<file path="src/rtl/tskew_sslms_pkg.sv">
`timescale 1ns/1ps
package tskew_sslms_pkg;
    typedef enum logic [1:0] {
        STEP_HOLD = 2'b00,
        STEP_UP   = 2'b01,
        STEP_DOWN = 2'b10
    } step_dir_e;
endpackage

</file>
<file path="src/rtl/tskew_dir_logic.sv">
`timescale 1ns/1ps
module tskew_dir_logic
    import tskew_sslms_pkg::*;
#(
    parameter int DW  = 12,
    parameter int OFW = 18
) (
    input  logic signed [DW-1:0]  ref_smp,
    input  logic signed [DW-1:0]  ti_smp,
    input  logic signed [DW-1:0]  aux_smp,
    input  logic signed [DW-1:0]  nbr_smp,
    input  logic signed [OFW-1:0] off_int,
    input  logic                  d_src,
    input  logic                  zone_par,
    input  logic [DW-1:0]         dz_thresh,
    output step_dir_e             ofs_dir,
    output step_dir_e             skew_dir,
    output logic                  dead
);
    localparam int EW = OFW + 2;

    logic signed [EW-1:0] err_w;
    logic signed [DW:0]   d_ded_w, d_nbr_w, d_w;
    logic [DW+1:0]        d_ext_w, d_abs_w;
    logic e_pos, e_neg, d_pos, d_neg, same_w, diff_w, inv_w;

    always_comb begin
        err_w   = EW'(ref_smp) - EW'(ti_smp) - EW'(off_int);
        d_ded_w = (DW+1)'(ref_smp) - (DW+1)'(aux_smp);
        d_nbr_w = (DW+1)'(ti_smp) - (DW+1)'(nbr_smp);
        d_w     = d_src ? d_nbr_w : d_ded_w;
        d_ext_w = {d_w[DW], d_w};
        d_abs_w = d_w[DW] ? (~d_ext_w + 1'b1) : d_ext_w;
        dead    = d_abs_w < {2'b00, dz_thresh};

        e_neg = err_w[EW-1];
        e_pos = !err_w[EW-1] && (err_w != '0);
        d_neg = d_w[DW];
        d_pos = !d_w[DW] && (d_w != '0);

        ofs_dir = e_pos ? STEP_UP : (e_neg ? STEP_DOWN : STEP_HOLD);

        same_w = (e_pos && d_pos) || (e_neg && d_neg);
        diff_w = (e_pos && d_neg) || (e_neg && d_pos);
        inv_w  = d_src && zone_par;
        if (dead || !(same_w || diff_w))
            skew_dir = STEP_HOLD;
        else if (same_w ^ inv_w)
            skew_dir = STEP_UP;
        else
            skew_dir = STEP_DOWN;
    end
endmodule

</file>
<file path="src/rtl/tskew_ofs_bank.sv">
`timescale 1ns/1ps
module tskew_ofs_bank
    import tskew_sslms_pkg::*;
#(
    parameter int M        = 24,
    parameter int CW       = 5,
    parameter int OFW      = 18,
    parameter int OS_SHIFT = 4
) (
    input  logic                  clk,
    input  logic                  rst_n,
    input  logic                  upd,
    input  logic [CW-1:0]         chan,
    input  step_dir_e             dir,
    output logic signed [OFW-1:0] off_int
);
    localparam logic [OFW-1:0] OMAX = {1'b0, {(OFW-1){1'b1}}};
    localparam logic [OFW-1:0] OMIN = {1'b1, {(OFW-1){1'b0}}};

    typedef struct packed {
        logic [M-1:0][OFW-1:0] acc;
    } ofs_state_t;

    ofs_state_t st_d, st_q;
    logic [OFW-1:0] sel_w;

    always_comb begin
        st_d  = st_q;
        sel_w = '0;
        for (int i = 0; i < M; i++) begin
            if (chan == i[CW-1:0]) sel_w = st_q.acc[i];
            if (upd && chan == i[CW-1:0]) begin
                if (dir == STEP_UP && st_q.acc[i] != OMAX)
                    st_d.acc[i] = st_q.acc[i] + 1'b1;
                else if (dir == STEP_DOWN && st_q.acc[i] != OMIN)
                    st_d.acc[i] = st_q.acc[i] - 1'b1;
            end
        end
        off_int = $signed(sel_w) >>> OS_SHIFT;
    end

    always_ff @(posedge clk) begin
        if (!rst_n) st_q.acc <= '0;
        else        st_q     <= st_d;
    end

    for (genvar g = 0; g < M; g++) begin : g_chk
        assert_ofs_step_R11: assert property (@(posedge clk) disable iff (!rst_n)
            (st_q.acc[g] == $past(st_q.acc[g])) ||
            (st_q.acc[g] == $past(st_q.acc[g]) + 1'b1) ||
            (st_q.acc[g] == $past(st_q.acc[g]) - 1'b1));
        assert_ofs_other_hold_R11: assert property (@(posedge clk) disable iff (!rst_n)
            !(upd && chan == g[CW-1:0]) |=> $stable(st_q.acc[g]));
    end
endmodule

</file>
<file path="src/rtl/tskew_acc_bank.sv">
`timescale 1ns/1ps
module tskew_acc_bank
    import tskew_sslms_pkg::*;
#(
    parameter int M      = 24,
    parameter int CW     = 5,
    parameter int TRIM_W = 6,
    parameter int FRAC   = 4
) (
    input  logic                  clk,
    input  logic                  rst_n,
    input  logic                  upd,
    input  logic [CW-1:0]         chan,
    input  step_dir_e             dir,
    output logic [M*TRIM_W-1:0]   trim_codes
);
    localparam int ACC_W = TRIM_W + FRAC;
    localparam logic [ACC_W-1:0] AMAX = {ACC_W{1'b1}};
    localparam logic [ACC_W-1:0] AMID = {1'b1, {(ACC_W-1){1'b0}}};

    typedef struct packed {
        logic [M-1:0][ACC_W-1:0] acc;
    } acc_state_t;

    acc_state_t st_d, st_q;

    always_comb begin
        st_d = st_q;
        for (int i = 0; i < M; i++) begin
            if (upd && chan == i[CW-1:0]) begin
                if (dir == STEP_UP && st_q.acc[i] != AMAX)
                    st_d.acc[i] = st_q.acc[i] + 1'b1;
                else if (dir == STEP_DOWN && st_q.acc[i] != '0)
                    st_d.acc[i] = st_q.acc[i] - 1'b1;
            end
        end
    end

    always_ff @(posedge clk) begin
        if (!rst_n) st_q.acc <= {M{AMID}};
        else        st_q     <= st_d;
    end

    for (genvar g = 0; g < M; g++) begin : g_trim
        assign trim_codes[g*TRIM_W +: TRIM_W] = st_q.acc[g][ACC_W-1:FRAC];

        assert_single_step_R5: assert property (@(posedge clk) disable iff (!rst_n)
            (st_q.acc[g] == $past(st_q.acc[g])) ||
            (st_q.acc[g] == $past(st_q.acc[g]) + 1'b1) ||
            (st_q.acc[g] == $past(st_q.acc[g]) - 1'b1));
        assert_no_wrap_top_R9: assert property (@(posedge clk) disable iff (!rst_n)
            (st_q.acc[g] == AMAX) |=> (st_q.acc[g] != '0));
        assert_no_wrap_bottom_R9: assert property (@(posedge clk) disable iff (!rst_n)
            (st_q.acc[g] == '0) |=> (st_q.acc[g] != AMAX));
        assert_other_hold_R11: assert property (@(posedge clk) disable iff (!rst_n)
            !(upd && chan == g[CW-1:0]) |=> $stable(st_q.acc[g]));
    end
endmodule

</file>
<file path="src/rtl/tskew_sslms_cal.sv">
`timescale 1ns/1ps
module tskew_sslms_cal
    import tskew_sslms_pkg::*;
#(
    parameter int M        = 24,
    parameter int DW       = 12,
    parameter int TRIM_W   = 6,
    parameter int FRAC     = 4,
    parameter int OS_SHIFT = 4,
    parameter int CW       = (M > 1) ? $clog2(M + 1) : 1
) (
    input  logic                 clk,
    input  logic                 rst_n,
    input  logic                 cal_en,
    input  logic                 smp_valid,
    input  logic [CW-1:0]        smp_chan,
    input  logic signed [DW-1:0] ref_smp,
    input  logic signed [DW-1:0] ti_smp,
    input  logic signed [DW-1:0] aux_smp,
    input  logic signed [DW-1:0] nbr_smp,
    input  logic                 d_src,
    input  logic                 zone_par,
    input  logic [DW-1:0]        dz_thresh,
    output logic [M*TRIM_W-1:0]  trim_codes
);
    localparam int OFW = DW + OS_SHIFT + 2;
    localparam logic [CW:0] M_L = (CW+1)'(M);

    logic                  accept_w, dead_w;
    logic signed [OFW-1:0] off_int_w;
    step_dir_e             ofs_dir_w, skew_dir_w;

    assign accept_w = smp_valid && cal_en && ({1'b0, smp_chan} < M_L);

    tskew_dir_logic #(.DW(DW), .OFW(OFW)) dir_i (
        .ref_smp(ref_smp), .ti_smp(ti_smp), .aux_smp(aux_smp), .nbr_smp(nbr_smp),
        .off_int(off_int_w), .d_src(d_src), .zone_par(zone_par), .dz_thresh(dz_thresh),
        .ofs_dir(ofs_dir_w), .skew_dir(skew_dir_w), .dead(dead_w)
    );

    tskew_ofs_bank #(.M(M), .CW(CW), .OFW(OFW), .OS_SHIFT(OS_SHIFT)) ofs_i (
        .clk(clk), .rst_n(rst_n), .upd(accept_w), .chan(smp_chan),
        .dir(ofs_dir_w), .off_int(off_int_w)
    );

    tskew_acc_bank #(.M(M), .CW(CW), .TRIM_W(TRIM_W), .FRAC(FRAC)) acc_i (
        .clk(clk), .rst_n(rst_n), .upd(accept_w), .chan(smp_chan),
        .dir(skew_dir_w), .trim_codes(trim_codes)
    );

    assert_freeze_R10: assert property (@(posedge clk) disable iff (!rst_n)
        !(smp_valid && cal_en) |=> $stable(trim_codes));
    assert_dead_zone_R6: assert property (@(posedge clk) disable iff (!rst_n)
        dead_w |=> $stable(trim_codes));
    assert_bad_chan_R12: assert property (@(posedge clk) disable iff (!rst_n)
        ({1'b0, smp_chan} >= M_L) |=> $stable(trim_codes));
endmodule

</file>
<file path="config.mk">
export PLATFORM = sky130hd
export DESIGN_NAME = tskew_sslms_cal
export DESIGN_NICKNAME = d
export VERILOG_FILES = /design/src/rtl/tskew_sslms_pkg.sv /design/src/rtl/tskew_dir_logic.sv /design/src/rtl/tskew_ofs_bank.sv /design/src/rtl/tskew_acc_bank.sv /design/src/rtl/tskew_sslms_cal.sv
export SDC_FILE = /design/constraint.sdc
export NUM_CORES = 2
export LEC_CHECK = 0
export CORE_MARGIN = 2
export CORE_UTILIZATION = 25
export DETAILED_ROUTE_END_ITERATION = 12
export DONT_BUFFER_PORTS = 1
export GPL_TIMING_DRIVEN = 0
export HOLD_SLACK_MARGIN = 0.1
export MAX_ROUTING_LAYER = met4
export SLEW_MARGIN = 20
export SYNTH_ARGS = -nofsm -noshare
export SYNTH_HDL_FRONTEND = slang
export SYNTH_SLANG_ARGS = --single-unit
</file>
<file path="constraint.sdc">
create_clock -name clk -period 12.68 [get_ports clk]
set_input_delay 1.268 -clock clk [delete_from_list [all_inputs] [get_ports clk]]
set_output_delay 1.268 -clock clk [all_outputs]
set_load 0.01 [all_outputs]
</file>
==> results.toml <==
[setup_path]
crit_path_max_incr_delay_ps = 700
slowest_library_cell_on_the_worst_path = "or4_4"
start_kind = "primary input"
crit_top_cell = "a21oi_1"
worstSetupPathType = "in2reg"
worst-path-max-fanout = 10
worstPathRequired_ps = 13270
worst-endpoint-arrival_ps = 13070
cp-end-kind = "flip-flop"

[place]
dp_worst_setup_slack_ps = -1240
dp.final_hpwl_um = 156000
globalplace.congestion = 0.970
buffer_ports.inserted = 0

[power]
clkPwrFrac_pct = 30.4
p_leak_nw = 28.3
cellInternalPower_mw = 4.89
portion_of_total_power_attributed_to_combinational_logic_pct = 42.9
power.switching_fraction_pct = 39.1
powerDensity_mw_per_mm2 = 123
ir_drop_uv = 103
p_sw_mw = 3.14
power_frac_seq_pct = 26.7

[timing]
post-route-period-util_pct = 98.4
clock-skew-final_ps = 37.6
tightestPinTransition_ps = 1230
rsz0062_at_grt = "no"
report.final.slew_viol_count = 0
finalHoldViolCount = 0
setup_viol_count_final = 0
max_slew_margin_pct = 18.2
maximum_frequency_from_static_timing_analysis_ghz = 0.0801
finalWorstPathRequiredPeriod_ps = 12480
smallest_setup_slack_after_layout_ps = 202

[synthesis]
dominantRegCellSynth = "dfxtp_1"
async_reset_ff_share_pct = 0
synthesis.instances = 7163
synth_enable_flop_cells = 0
synth_sequential_area_ratio_pct = 23.1
synth-warning-count = 0
synth-seq-cells = 672
netlist-cell-type-count = 87
synth.cell_area_mm2 = 0.0582
per_instance_average_area_after_synthesis_um2 = 8.13
postSynthNetCount = 7926

[global_route]
grt_overflow = 0
gr-usage-all-layers_pct = 16.8
grt_start_max_net_pins = 21
antenna_found_initial = 18
vias_in_the_first_global_route = 51222
grt_first_pass_wirelength_um = 304000

[run_status]
outcome = "complete, no violations"

[layout]
mostFrequentLayoutCells = "815 x nand2_1, 672 x dfxtp_1, 628 x ha_1"
layout_commonest_cell = "nand2_1"
layout_utilization_pct = 28.1
layout-drive-gt1-share_pct = 6.83
final.fill_count = 24785
layout_overhead_on_the_synthesized_area_pct = 11.9
num-nets-final = 8031

[drt]
drt-vias-per-instance = 5.23
drt_iter0_markers = 4586
route.vias.total = 54334
route.detailed.drc = 0
wl_um = 201000
routed_wire_length_per_instance_um = 19.4
antenna_left = 0
drt_first_pass_iters = 9

[floorplanning]
die_footprint_mm2 = 0.237
initial_utilization_pct = 25.1
coreArea_mm2 = 0.232
pin_count = 215
dieHeight_um = 487
die_w_um = 487
rows = 177

[clock_tree]
cts-htree-levels = 3
cts.path.max_buffers = 3
worst_skew_pair.late_latency_ps = 710
postCtsHoldBufs = 0
clk_pin_slew_ps = 60
cts.sinks = 672
clock_tree.root_cell = "clkbuf_16"
tritoncts = "yes"
numCtsBuffers = 84

[job]
maxCapViolCount = 0

[min_path]
min-delay-path-class = "reg2reg"
## worst max-delay path: cells and delay by family
family	cells	cell delay, ps
simple gates	13	3810
fa+ha+maj	3	1280
mux	2	540
buf+inv	8	2020
compound gates	16	4070
## synth_stat cells, drive strengths merged (7+ instances only)
cell type / n / area [µm²]
nor4: 101 / 632
ha: 628 / 7860
nor2b: 27 / 169
xnor2: 425 / 3730
nand3: 118 / 591
o41ai: 55 / 482
and3: 36 / 225
or3: 45 / 282
nand2b: 62 / 388
or4b: 8 / 95.1
xor2: 202 / 1770
nor2: 615 / 2310
o21ai: 235 / 1180
or2: 49 / 307
a31o: 8 / 70.1
o22ai: 59 / 369
nand2: 819 / 3070
buf: 221 / 1580
a22o: 13 / 114
a21oi: 516 / 2620
nor3: 169 / 856
mux2i: 534 / 5360
dfxtp: 672 / 13500
nand4b: 17 / 149
fa: 64 / 1280
nand3b: 12 / 90.1
or4: 88 / 664
a211oi: 55 / 413
nand4: 139 / 870
nor4b: 19 / 173
a221oi: 21 / 184
a22oi: 63 / 473
mux2: 33 / 375
a31oi: 43 / 269
o21bai: 179 / 1340
a222oi: 15 / 150
and2: 24 / 150
o21a: 12 / 90.1
clkbuf: 170 / 638
o211ai: 31 / 233
a21o: 170 / 1280
a2111oi: 25 / 225
inv: 309 / 1160
and4b: 7 / 70.1
## area by class of cell
cell class                      count  area, µm²  area share [%]
Sequential cell                   672      13500            20.6
Inverter                          310       1160            1.79
Buffer                            391       2230            3.42
Clock buffer                      127       2540            3.90
Clock inverter                     26        203           0.311
Antenna cell                       11       27.5          0.0422
Multi-Input combinational cell   5790      41500            63.7
Tap cell                         3043       3810            5.84
Timing Repair Buffer               19        228           0.349
## final timing paths
kind                            slack (ps)           start              endpoint  depth (start not counted)
worst max-delay path                   200     smp_chan[0]  acc_i.trim_codes[17]                         42
worst max register to register        1870  ofs_i.st_q[96]  acc_i.trim_codes[17]                         36
worst min-delay path                   490  acc_i.st_q[63]        acc_i.st_q[63]                          2
worst min register to register         490  acc_i.st_q[63]        acc_i.st_q[63]                          2
## timing repair
action                     in CTS  in global routing
setup endpoints to repair      29                 34
resized for setup              10                  9
setup buffers                   0                  1
pin swaps                       0                  1
## stage by stage
stage                     setup TNS [ps]  hold WS, ps  area (µm²)  cells  power (mW)
after global placement           -337240          476       62100  10206        5.38
after global routing                   0          513       65200  10386        8.52
after CTS                              0          499       65100  10377        8.03
final                                  0          495       65200  10389        8.03
after detailed placement          -74470          489       62400  10224        5.57
after floorplan                        0          463       58200   7163        4.79
## metal layers
| metal | global-route usage (%) | wire (µm) | up-vias |
|---|---|---|---|
| li1 | - | - | 25914 |
| met4 | 6.85 | 9410 | 0 |
| met1 | 21.4 | 87600 | 25960 |
| met3 | 2.76 | 14800 | 502 |
| met2 | 26.4 | 89600 | 1958 |
| met5 | - | 0 | - |
## logic make-up (layout without fill, tap and decap cells)
logic type	count (synthesis)	after routing	share of synthesized area (%)
flip-flops	672	672	23.1
AND/OR/NAND/NOR	2359	2359	19.1
adder cells (fa/ha/maj)	692	692	15.7
XOR/XNOR	627	627	9.44
buffers and inverters	701	873	5.80
other	0	11	0
multiplexers	568	568	9.88
AO/OA/AOI/OAI	1544	1544	17.0
## state kept, by name, indices dropped and copies added (netlist names)
name              count
acc_i.st_q           96
ofs_i.st_q          432
acc_i.trim_codes    144
## power groups by stage
stage	logic (mW)	clock network, mW	registers (mW)
after floorplan	2.61	0	2.18
after detailed placement	3.38	0	2.19
after CTS	3.40	2.49	2.14
final	3.44	2.44	2.15
after global placement	3.19	0	2.19
after global routing	3.81	2.56	2.15
No activity file was read; power rests on OpenSTA's default activity.
